## src/rtl/scat_pkg.sv

```systemverilog
package scat_pkg;
    typedef enum logic {
        S_IDLE = 1'b0,
        S_SEND = 1'b1
    } tree_state_e;
endpackage

```

## src/rtl/scat_mask_reduce.sv

```systemverilog
module scat_mask_reduce #(
    parameter int NUM_PE = 8,
    localparam int LEVELS = (NUM_PE > 1) ? $clog2(NUM_PE) : 1,
    localparam int PADDED = 1 << LEVELS,
    localparam int EN_W   = 2 * PADDED - 2
) (
    input  logic [NUM_PE-1:0] mask,
    output logic [EN_W-1:0]   branch_en
);
    logic [PADDED-1:0] padded;

    always_comb begin
        padded = '0;
        padded[NUM_PE-1:0] = mask;
    end

    // Child level c holds 2^c enables at offset 2^c-2; each covers PADDED>>c leaves.
    for (genvar c = 1; c <= LEVELS; c++) begin : g_level
        localparam int SPAN = PADDED >> c;
        for (genvar j = 0; j < (1 << c); j++) begin : g_node
            assign branch_en[(1 << c) - 2 + j] = |padded[j*SPAN +: SPAN];
        end
    end
endmodule

```

## src/rtl/scat_tree_fabric.sv

```systemverilog
module scat_tree_fabric #(
    parameter int NUM_PE = 8,
    parameter int DATA_W = 16,
    localparam int LEVELS = (NUM_PE > 1) ? $clog2(NUM_PE) : 1,
    localparam int PADDED = 1 << LEVELS,
    localparam int EN_W   = 2 * PADDED - 2
) (
    input  logic                     root_go,
    input  logic [EN_W-1:0]          branch_en,
    input  logic [DATA_W-1:0]        flit,
    output logic [NUM_PE-1:0]        leaf_valid,
    output logic [NUM_PE*DATA_W-1:0] leaf_data
);
    // reach: node at level c, index j, sits at 2^c-1+j
    logic [2*PADDED-2:0] reach;

    assign reach[0] = root_go;

    for (genvar c = 1; c <= LEVELS; c++) begin : g_level
        for (genvar j = 0; j < (1 << c); j++) begin : g_node
            assign reach[(1 << c) - 1 + j] =
                reach[(1 << (c - 1)) - 1 + j / 2] & branch_en[(1 << c) - 2 + j];
        end
    end

    for (genvar i = 0; i < NUM_PE; i++) begin : g_leaf
        assign leaf_valid[i] = reach[PADDED - 1 + i];
        assign leaf_data[i*DATA_W +: DATA_W] = reach[PADDED - 1 + i] ? flit : '0;
    end

    if (PADDED > NUM_PE) begin : g_pad
        logic pad_unused;
        assign pad_unused = |reach[2*PADDED-2 : PADDED-1+NUM_PE];
    end
endmodule

```

## src/rtl/scat_credit_bank.sv

```systemverilog
module scat_credit_bank #(
    parameter int NUM_PE       = 8,
    parameter int CREDIT_DEPTH = 2,
    localparam int CW = $clog2(CREDIT_DEPTH + 1)
) (
    input  logic              clk,
    input  logic              rst_n,
    input  logic [NUM_PE-1:0] take,
    input  logic [NUM_PE-1:0] give,
    output logic [NUM_PE-1:0] has_slot
);
    for (genvar i = 0; i < NUM_PE; i++) begin : g_pe
        logic [CW-1:0] cnt;

        always_ff @(posedge clk or negedge rst_n) begin
            if (!rst_n) begin
                cnt <= CW'(CREDIT_DEPTH);
            end else begin
                unique case ({take[i], give[i]})
                    2'b10:   cnt <= cnt - 1'b1;
                    2'b01:   if (cnt != CW'(CREDIT_DEPTH)) cnt <= cnt + 1'b1;
                    default: cnt <= cnt;
                endcase
            end
        end

        assign has_slot[i] = (cnt != '0);

        // the count never exceeds its depth
        p_no_overflow_r7: assert property (@(posedge clk) disable iff (!rst_n)
            cnt <= CW'(CREDIT_DEPTH));

        // nothing is taken from an empty counter
        p_no_underflow_r6: assert property (@(posedge clk) disable iff (!rst_n)
            take[i] |-> cnt != '0);
    end
endmodule

```

## src/rtl/scatter_tree_ctrl.sv

```systemverilog
module scatter_tree_ctrl #(
    parameter int NUM_PE       = 8,
    parameter int DATA_W       = 16,
    parameter int CREDIT_DEPTH = 2
) (
    input  logic                     clk,
    input  logic                     rst_n,
    input  logic                     in_valid,
    output logic                     in_ready,
    input  logic [NUM_PE-1:0]        in_mask,
    input  logic [DATA_W-1:0]        in_data,
    output logic [NUM_PE-1:0]        pe_valid,
    output logic [NUM_PE*DATA_W-1:0] pe_data,
    input  logic [NUM_PE-1:0]        pe_credit
);
    import scat_pkg::*;

    localparam int LEVELS = (NUM_PE > 1) ? $clog2(NUM_PE) : 1;
    localparam int PADDED = 1 << LEVELS;
    localparam int EN_W   = 2 * PADDED - 2;

    tree_state_e         state, state_nx;
    logic [NUM_PE-1:0]   has_slot;
    logic [NUM_PE-1:0]   take;
    logic                fire;
    logic                root_go;
    logic [EN_W-1:0]     en_d, en_q;
    logic [DATA_W-1:0]   data_q;

    assign in_ready = &(~in_mask | has_slot);
    assign fire     = in_valid & in_ready;
    assign take     = fire ? in_mask : '0;

    scat_mask_reduce #(.NUM_PE(NUM_PE)) u_reduce (
        .mask      (in_mask),
        .branch_en (en_d)
    );

    scat_credit_bank #(.NUM_PE(NUM_PE), .CREDIT_DEPTH(CREDIT_DEPTH)) u_credit (
        .clk      (clk),
        .rst_n    (rst_n),
        .take     (take),
        .give     (pe_credit),
        .has_slot (has_slot)
    );

    // configuration registers, loaded one cycle ahead of traversal
    always_ff @(posedge clk or negedge rst_n) begin
        if (!rst_n) begin
            en_q   <= '0;
            data_q <= '0;
        end else if (fire) begin
            en_q   <= en_d;
            data_q <= in_data;
        end
    end

    // state register
    always_ff @(posedge clk or negedge rst_n) begin
        if (!rst_n) state <= S_IDLE;
        else        state <= state_nx;
    end

    always_comb begin
        state_nx = state;
        unique case (state)
            S_IDLE:  state_nx = fire ? S_SEND : S_IDLE;
            S_SEND:  state_nx = fire ? S_SEND : S_IDLE;
            default: state_nx = S_IDLE;
        endcase
    end

    // output process
    always_comb begin
        root_go = 1'b0;
        unique case (state)
            S_IDLE:  root_go = 1'b0;
            S_SEND:  root_go = 1'b1;
            default: root_go = 1'b0;
        endcase
    end

    scat_tree_fabric #(.NUM_PE(NUM_PE), .DATA_W(DATA_W)) u_fabric (
        .root_go    (root_go),
        .branch_en  (en_q),
        .flit       (data_q),
        .leaf_valid (pe_valid),
        .leaf_data  (pe_data)
    );

    // the leaves reached next cycle are exactly the accepted mask
    p_leaf_match_r2: assert property (@(posedge clk) disable iff (!rst_n)
        fire |=> pe_valid == $past(in_mask));

    // no acceptance, no traffic in the following cycle
    p_quiet_r4: assert property (@(posedge clk) disable iff (!rst_n)
        !fire |=> pe_valid == '0);
endmodule

```

## config.mk

```make
export PLATFORM = sky130hd
export DESIGN_NAME = scatter_tree_ctrl
export DESIGN_NICKNAME = d
export VERILOG_FILES = /design/src/rtl/scat_pkg.sv /design/src/rtl/scat_mask_reduce.sv /design/src/rtl/scat_tree_fabric.sv /design/src/rtl/scat_credit_bank.sv /design/src/rtl/scatter_tree_ctrl.sv
export SDC_FILE = /design/constraint.sdc
export NUM_CORES = 1
export LEC_CHECK = 0
export BUFFER_PORTS_ARGS = -buffer_cell sky130_fd_sc_hd__buf_2
export CAP_MARGIN = 15
export CORE_ASPECT_RATIO = 1.5
export CORE_MARGIN = 3
export CORE_UTILIZATION = 48
export DETAILED_ROUTE_END_ITERATION = 12
export GPL_ROUTABILITY_DRIVEN = 1
export GPL_TIMING_DRIVEN = 0
export PLACE_DENSITY = 0.86
export SLEW_MARGIN = 0
export SYNTH_ARGS = -nofsm -noshare
export SYNTH_HDL_FRONTEND = slang
export SYNTH_SLANG_ARGS = --single-unit
```

## constraint.sdc

```tcl
create_clock -name clk -period 4.1 [get_ports clk]
set_input_delay 0.41 -clock clk [delete_from_list [all_inputs] [get_ports clk]]
set_output_delay 0.41 -clock clk [all_outputs]
set_load 0.01 [all_outputs]
```

==> results of run 1 <==
## final timing paths
kind | startpoint | to | cells past startpoint
setup / recovery | state$_DFF_PN0_ | pe_data[89] | 5
setup reg to reg | u_credit.g_pe[5].cnt[1]$_DFFE_PN1P_ | u_credit.g_pe[7].cnt[1]$_DFFE_PN1P_ | 7
min in group clk | in_data[1] | data_q[1]$_DFFE_PN0P_ | 3
max in group asynchronous | rst_n | data_q[9]$_DFFE_PN0P_ | 1
hold / removal | rst_n | u_credit.g_pe[2].cnt[0]$_DFFE_PN0P_ | 1
hold reg to reg | en_q[10]$_DFFE_PN0P_ | en_q[10]$_DFFE_PN0P_ | 1
## critical path: stages (launching register included)
cell and delay [ns]:
dfrtp_1 0.45, and4_1 0.21, clkbuf_1 0.27, clkbuf_1 0.37
and2_1 0.23, buf_2 0.14
## layout make-up
| type | count | area, um^2 | share of cell area (%) |
|---|---|---|---|
| plain buffers | 24 | 101 | 2.47 |
| clock buffers | 6 | 82.6 | 2.01 |
| clock inverters | 1 | 5.00 | 0.122 |
| inverters | 9 | 33.8 | 0.822 |
| multi-input cells | 299 | 1760 | 42.8 |
| flip-flops and latches | 47 | 1190 | 28.9 |
| well taps | 74 | 92.6 | 2.25 |
| repair buffers | 170 | 851 | 20.7 |
## power breakdown
part / internal (mW) / total, mW / switching (mW)
registers: 0.725 / 1.00 / 0.275
clock network: 0.133 / 0.284 / 0.151
logic: 0.362 / 0.853 / 0.492
total: 1.22 / 2.14 / 0.918
## registers in the layout, summed over array words and instances, names as in the netlist
name	cells
data_q	16
en_q	14
state	1
u_credit.g_pe.cnt	16
## Yosys cell counts, types with 2 or more instances
master     instances  share of area (%)
a21oi_1            7                1.1
and2_1           128                 26
buf_2              3               0.49
and4_1             8                2.3
a31oi_1            6                1.2
xor2_1            11                3.1
mux2i_1            3               0.98
nand2b_1           3               0.61
inv_1              9                1.1
nor3_2             3               0.98
o2bb2ai_1          3               0.85
dfstp_2            8                6.8
nor3_1             5               0.81
a22oi_1            2               0.49
dfrtp_1           39                 32
nor2_1            19                2.3
o21ai_0           10                1.6
nand2_1           69                8.4
clkbuf_1          20                2.4
a21o_1             5                1.2
or3_4              3                1.1
nor2b_1            4               0.81
a22oi_2            2               0.81
## layer usage
metal | vias to the layer above | share of wire [%]
met3 | 16 | 7.1
li1 | 1559 | -
met1 | 1445 | 38
met4 | 0 | 1.8
met5 | - | 0
met2 | 133 | 53
## logic make-up (layout without fill, tap and decap cells)
family,count (synthesis),count (layout),synth area share (%)
simple gates,247,247,44.8
flops,47,47,38.5
compound gates,37,37,7.92
buf+inv,33,210,4.39
xor+xnor,12,12,3.41
mux,3,3,0.975
## per-stage QoR
step / setup slack [ns] / util [%]
floorplan: 2.30 / -
global placement: 2.06 / 65.1
detailed placement: 2.01 / 65.1
CTS: 1.67 / 66.6
global route: 1.51 / 66.6
finish: 1.72 / 66.6
==> impl_summary.md, run 1 <==
Floorplan
The floorplan step defined a core boundary enclosing slightly above 6000 um^2. approximately 170 I/O pins were placed. Row generation in the floorplan step produced 35 rows.

The die covers around 7400 um^2. The floorplan step set the die width to 71.4 um. The height of the chip is 104 um. Once the floorplan was initialized, standard cells occupied 49.9% of the core.

Clock tree
The total number of H-tree levels is 2. The post-CTS repair timing setup buffer count is 0. The number of sinks handled by clock tree synthesis is 47.

For this design, the CTS-stage hold fixing added 0 buffers. Clock-pin slew was measured on the worst setup and hold paths at 0.08 ns. The root cell of the clock tree is clkbuf_8. The post-cts sizing count is 0.

Counting the buffers created by CTS gives 5. The clock reaches the later pin of the worst-skew pair after about 0.3 ns. The maximum root-to-sink buffer count is 2. The CTS tree is done.

Run
The max-cap check violation count is 0.

STA
Across the routed clock network, the largest skew measured is 0.00598 ns. Derived from the worst setup path, the maximum achievable clock frequency is between 0.4 and 0.5 GHz. The max-slew violation count is 0. The hold violation count in the final report was 0. The smallest clock period supported by the final layout is computed as between 2 and 2.5 ns. In this run the tightest slew margin relative to its limit is 32.1%.

Setup repair after global routing left no endpoint under its margin. Final hold analysis gives a worst-case slack of roughly 0.28 ns. Setup violations remaining at the end of the flow were counted as 0. The period utilization is 58.0%. The final total negative setup slack is 0 ns.

The slew at the pin closest to its max-slew limit is ~1.0 ns.

Logic synthesis
The share of flip-flops with an asynchronous set or reset after synthesis is 100%. After synthesis, flip-flops and latches occupy 38.5% of the total area. During synthesis, Yosys emitted a total of 0 warnings. Summing every instance area after synthesis gives ~3100 um^2.

The average cell area after synthesis is 8.12 um^2. In the synthesized netlist, the number of instances is 379. The post-synthesis sequential element count is 47. The synthesized net count is roughly 410. The number of enable flip-flop cells after synthesis is 0. The number of distinct library cells after synthesis is 32.

The most used flip-flop cell after synthesis is dfrtp_1.

Global route
The pin count of the biggest net entering global routing is 48. The global routing's busiest layer is met2. Global routing consumed, over all layers together, around a quarter of the routing resources.

The wire length of the first global-routing pass is roughly 15000 um. In the global route stage, met2 resource usage came out at 46.2%. Global routing finished with a remaining overflow of 0. In the global route stage, met3 resource usage came out at between 4 and 5%. The fraction of met1 tracks used by global routing is between 20% and 30%. The number of antenna violations at the first check in global routing was 0.

The number of global-route vias before repair was about 3.1k.

Placed design
The placed standard-cell area is approximately 4000 um^2. Counting tap cells, the placed design contains a total of ~620 instances. The total half-perimeter wirelength after legalization and detailed placement is around 7400 um. During placement, the flow inserted port buffers numbering 170.

Routability-driven placement finished with a final weighted congestion of 0.878.

Route
The total detailed-routing wirelength is ~9300 um. The pre-antenna-repair detailed-routing pass consisted of 4 iterations. In the routed layout, each cell is associated on average with a via count of approximately 5.0. In this run the remaining antenna-violating nets after routing total 0. The wire length per cell after detailed routing is 14.8 um. The total number of vias is approximately 3.2k. The remaining design rule violation count is 0. The number of design-rule violations left by the first detailed-router iteration is 150.

Power
The power consumption is approximately 2.1 mW. The worst ir drop on vdd is 415 uV. The static leakage is ~2.4 nW. Dividing total power by cell area gives a power density of approximately 520 nW/um^2.

Critical path
The path type of the worst setup path is reg -> out. STA classifies the critical path startpoint as a flop. Along the worst path, the maximum fanout reaches 10. The kind of capture point of the worst setup path is a primary output. The setup check on the worst reg-to-reg path leaves a slack of roughly 2.1 ns.

At the worst endpoint, the arrival time is just under 2 ns. Data on the critical path is required at its endpoint by between 3 and 4 ns.

Run status
The run finished with clean final reports.

Layout
The layout has roughly 540 filler cells. The post-route netlist has around 36% of its cells at a drive strength greater than 1. The design area is 4110 um^2. In the layout the commonest cells are buf_2, and2_1, nand2_1, dfrtp_1, clkbuf_1. Leaving out fill and tap cells, the most frequent cell in the layout is buf_2.

The finished layout holds 630 standard cells, fillers aside. From synthesis to final layout, the design area changed by 33.5%. The net count of the finished layout is around 590. The number of antenna repair diodes is 0.

Hold path
The tightest min-delay check is of the in -> async type.
Power figures use the tool's default switching activity.
==> inputs of run 2 (changes only) <==
--- a/config.mk
+++ b/config.mk
@@ -9,11 +9,11 @@
 export CAP_MARGIN = 15
 export CORE_ASPECT_RATIO = 1.5
 export CORE_MARGIN = 3
-export CORE_UTILIZATION = 48
+export CORE_UTILIZATION = 45
 export DETAILED_ROUTE_END_ITERATION = 12
 export GPL_ROUTABILITY_DRIVEN = 1
 export GPL_TIMING_DRIVEN = 0
-export PLACE_DENSITY = 0.86
+export PLACE_DENSITY = 0.81
 export SLEW_MARGIN = 0
 export SYNTH_ARGS = -nofsm -noshare
 export SYNTH_HDL_FRONTEND = slang
==> constraint.sdc (replaced) <==
create_clock -name clk -period 2.2 [get_ports clk]
set_input_delay 0.22 -clock clk [delete_from_list [all_inputs] [get_ports clk]]
set_output_delay 0.22 -clock clk [all_outputs]
set_load 0.01 [all_outputs]
==> impl_summary.md, run 2 (synthesis results as in run 1) <==
STA
The slew at the pin closest to its max-slew limit is 1.01 ns (-0.0109 ns). The worst max-slew margin expressed relative to the limit is 32.8% (+0.73 points). The minimum hold slack is 0.102 ns (-0.180 ns). The final worst-path setup slack is 0.140 ns (-1.58 ns). The maximum clock skew at final layout is 0.0115 ns (+0.00554 ns). The final total negative setup slack was 0 ns (unchanged). The period utilization is roughly 94%. Setup repair after global routing left no endpoint under its margin. For this run, the top clock speed supported by timing is 0.485 GHz.

The hold violation count in the final report is 0 (unchanged). The max-slew violation count is 0 (unchanged). The clock period could shrink to approximately 2.1 ns. The final number of setup-violating endpoints was 0 (unchanged).

Power
The proportion of power drawn by combinational gates is 39.9% (about the same). The static leakage is 2.46 nW (+0.80%). The switching fraction of total power was 42.7% (-0.27 points). The power consumption was 3.98 mW (+86%).

The worst ir drop on vdd is 679 uV (+64%). The reported net switching power is 1.70 mW (+85%). The portion of total power attributed to sequential cells is 46.7% (about the same).

The power density relative to cell area was 967 nW/um^2 (+86%). The internal cell power was 2.28 mW (+87%). The share of power burned in the clock network is 13.3% (about the same).

Global route
The wire length of the first global-routing pass is 14000 um (-7.7%). The number of global-route vias before repair is 2923 (-4.5%). The pin count of the biggest net entering global routing came to 48 (unchanged). The remaining global-route overflow is 0 (unchanged). The total global-route track usage is 22.6% (-2.7 points).

The number of antenna violations at the first check in global routing is 0 (unchanged).

Route
The remaining design rule violation count came to 0 (unchanged). The via density per instance is 4.98 (-0.41%). The total detailed-routing wirelength is 9150 um (-2.1%). The post-route antenna net violation count is 0 (unchanged). The number of design-rule violations left by the first detailed-router iteration is 154 (+2.7%). The number of optimization iterations in the first detailed-route pass is 4 (unchanged).

The wire length per cell after detailed routing is 14.5 um (-2.2%). The total number of vias was 3145 (-0.25%).

Critical path
The top fanout value on the critical path is 10 (unchanged). Traced cell by cell, the critical path runs through and4_1, clkbuf_1, clkbuf_2, and2_1, buf_2. The delay of the slowest critical-path stage is 0.45 ns (about the same). The kind of capture point of the worst setup path is a primary output. The family with the most delay on the worst path is buffers and inverters.

The element type at the critical path start is a flop. The worst-path cell with the longest stage delay is dfrtp_1. The arrival time of data at the critical path endpoint is 1.84 ns (-0.13 ns).

The path type of the worst setup path is reg -> out. The required time at the worst-slack endpoint came to 1.98 ns (-1.71 ns). The worst-case register-to-register setup slack is 0.23 ns (-1.88 ns). The buffer and inverter count on the worst path is 3 (unchanged).

Clock tree
The total number of H-tree levels is 2 (unchanged). TritonCTS built the clock tree. The post-cts hold buffer count is 0 (unchanged).

The root cell of the clock tree is clkbuf_8. The clock insertion delay at the later pin of the skew report is 0.29 ns (about the same). The number of sinks handled by clock tree synthesis is 47 (unchanged).

The maximum root-to-sink buffer count is 2 (unchanged). The register clock-pin slew on the reported worst setup and hold paths is 0.09 ns (about the same). The number of buffers created by CTS is 5 (unchanged).

Placed design
The count of buffers inserted at the top-level ports was 170 (unchanged). The weighted congestion reported at the end of routability-driven placement came to 0.791 (-9.9%). The worst-case setup slack after placement is 0.240 ns (-1.77 ns). The total half-perimeter wirelength after legalization and detailed placement is 7220 um (-1.9%).

Floorplan
The die extent in x came to 73.5 um (+3.0%). The top-level port count is 172 (unchanged). The area of the core region is 6580 um^2 (+6.5%). The initial standard-cell utilization of the core came to 46.8% (-3.0 points). The die outline area was 7890 um^2 (+6.2%).

The height of the chip is 107 um (+3.1%). The standard-cell row count is 36 (+2.9%).

Layout
The area growth from synthesis to layout is 33.7%. The commonest non-fill, non-tap cell in the layout is buf_2. The area of all sequential standard cells is 1190 um^2 (unchanged). The number of antenna repair diodes is 0 (unchanged). In the layout the commonest cells are buf_2, and2_1, nand2_1, dfrtp_1, nor2_1. The multi-input combinational cell area is 1760 um^2 (unchanged). The number of fill cells is 576 (+7.7%).

The net count of the finished layout is 589 (-0.34%). The share of the core filled with cells is 62.6% (-4.0 points). The share of layout cells above drive strength 1 is 37.3% (+1.1 points). The largest registers in the layout are data_q (16), u_credit.g_pe.cnt (16), en_q (14).

Run status
The flow ran to the end, and the final reports show no timing, DRC or antenna violations.

Hold path
The worst hold path belongs to the class in -> async.

Run
The max-cap check violation count is 0 (unchanged).
==> run 2: worst reg2reg max path: cells and delay by family, from the launching register on <==
| family | cells | cell delay [ns] |
|---|---|---|
| xor gates and xnor gates | 1 | 0.19 |
| and+or+nand+nor | 3 | 0.56 |
| AOI/OAI and AO/OA | 1 | 0.23 |
| buffers and inverters | 1 | 0.16 |
| DFF | 1 | 0.56 |
| muxes | 1 | 0.19 |
==> run 2: stage by stage <==
stage          cells  instance area (um^2)
2_1_floorplan    379                  3080
3_3_place_gp     625                  4030
3_5_place_dp     625                  4030
4_1_cts          633                  4120
5_1_grt          631                  4120
6_report         631                  4120
==> run 2: final timing paths <==
path	from	to	cells after the start
hold reg to reg	en_q[12]$_DFFE_PN0P_	en_q[12]$_DFFE_PN0P_	2
setup reg to reg	u_credit.g_pe[5].cnt[1]$_DFFE_PN1P_	u_credit.g_pe[5].cnt[1]$_DFFE_PN1P_	7
setup / recovery	state$_DFF_PN0_	pe_data[75]	5
hold / removal	rst_n	u_credit.g_pe[2].cnt[0]$_DFFE_PN0P_	1
max in group asynchronous	rst_n	u_credit.g_pe[5].cnt[0]$_DFFE_PN0P_	1
min in group clk	in_data[10]	data_q[10]$_DFFE_PN0P_	3
==> run 2: repair_timing <==
item                       4_1_cts  5_1_grt
setup buffers                    0        0
setup endpoints to repair        0       72
resized for setup                0       13
==> run 2: final cells by class <==
type                            count  share of cell area (%)
Clock inverter                      1                   0.122
Timing Repair Buffer              170                    20.7
Sequential cell                    47                    28.8
Tap cell                           76                    2.31
Multi-Input combinational cell    299                    42.7
Buffer                             22                    2.46
Clock buffer                        7                    2.10
Inverter                            9                   0.821
==> run 2: power by group through the flow <==
stage | Combinational, mW | Sequential (mW) | Clock [mW]
after floorplan | 1.16 | 1.69 | 0
after global placement | 1.52 | 1.83 | 0
after detailed placement | 1.60 | 1.87 | 0
after CTS | 1.61 | 1.86 | 0.536
after global routing | 1.78 | 1.95 | 0.572
final | 1.59 | 1.86 | 0.530
==> run 2: metal layers <==
metal,global-route usage (%),routed length [um]
met1,24.6,3470
met5,0,0
met2,42.6,4900
met4,7.51,164
met3,3.74,614
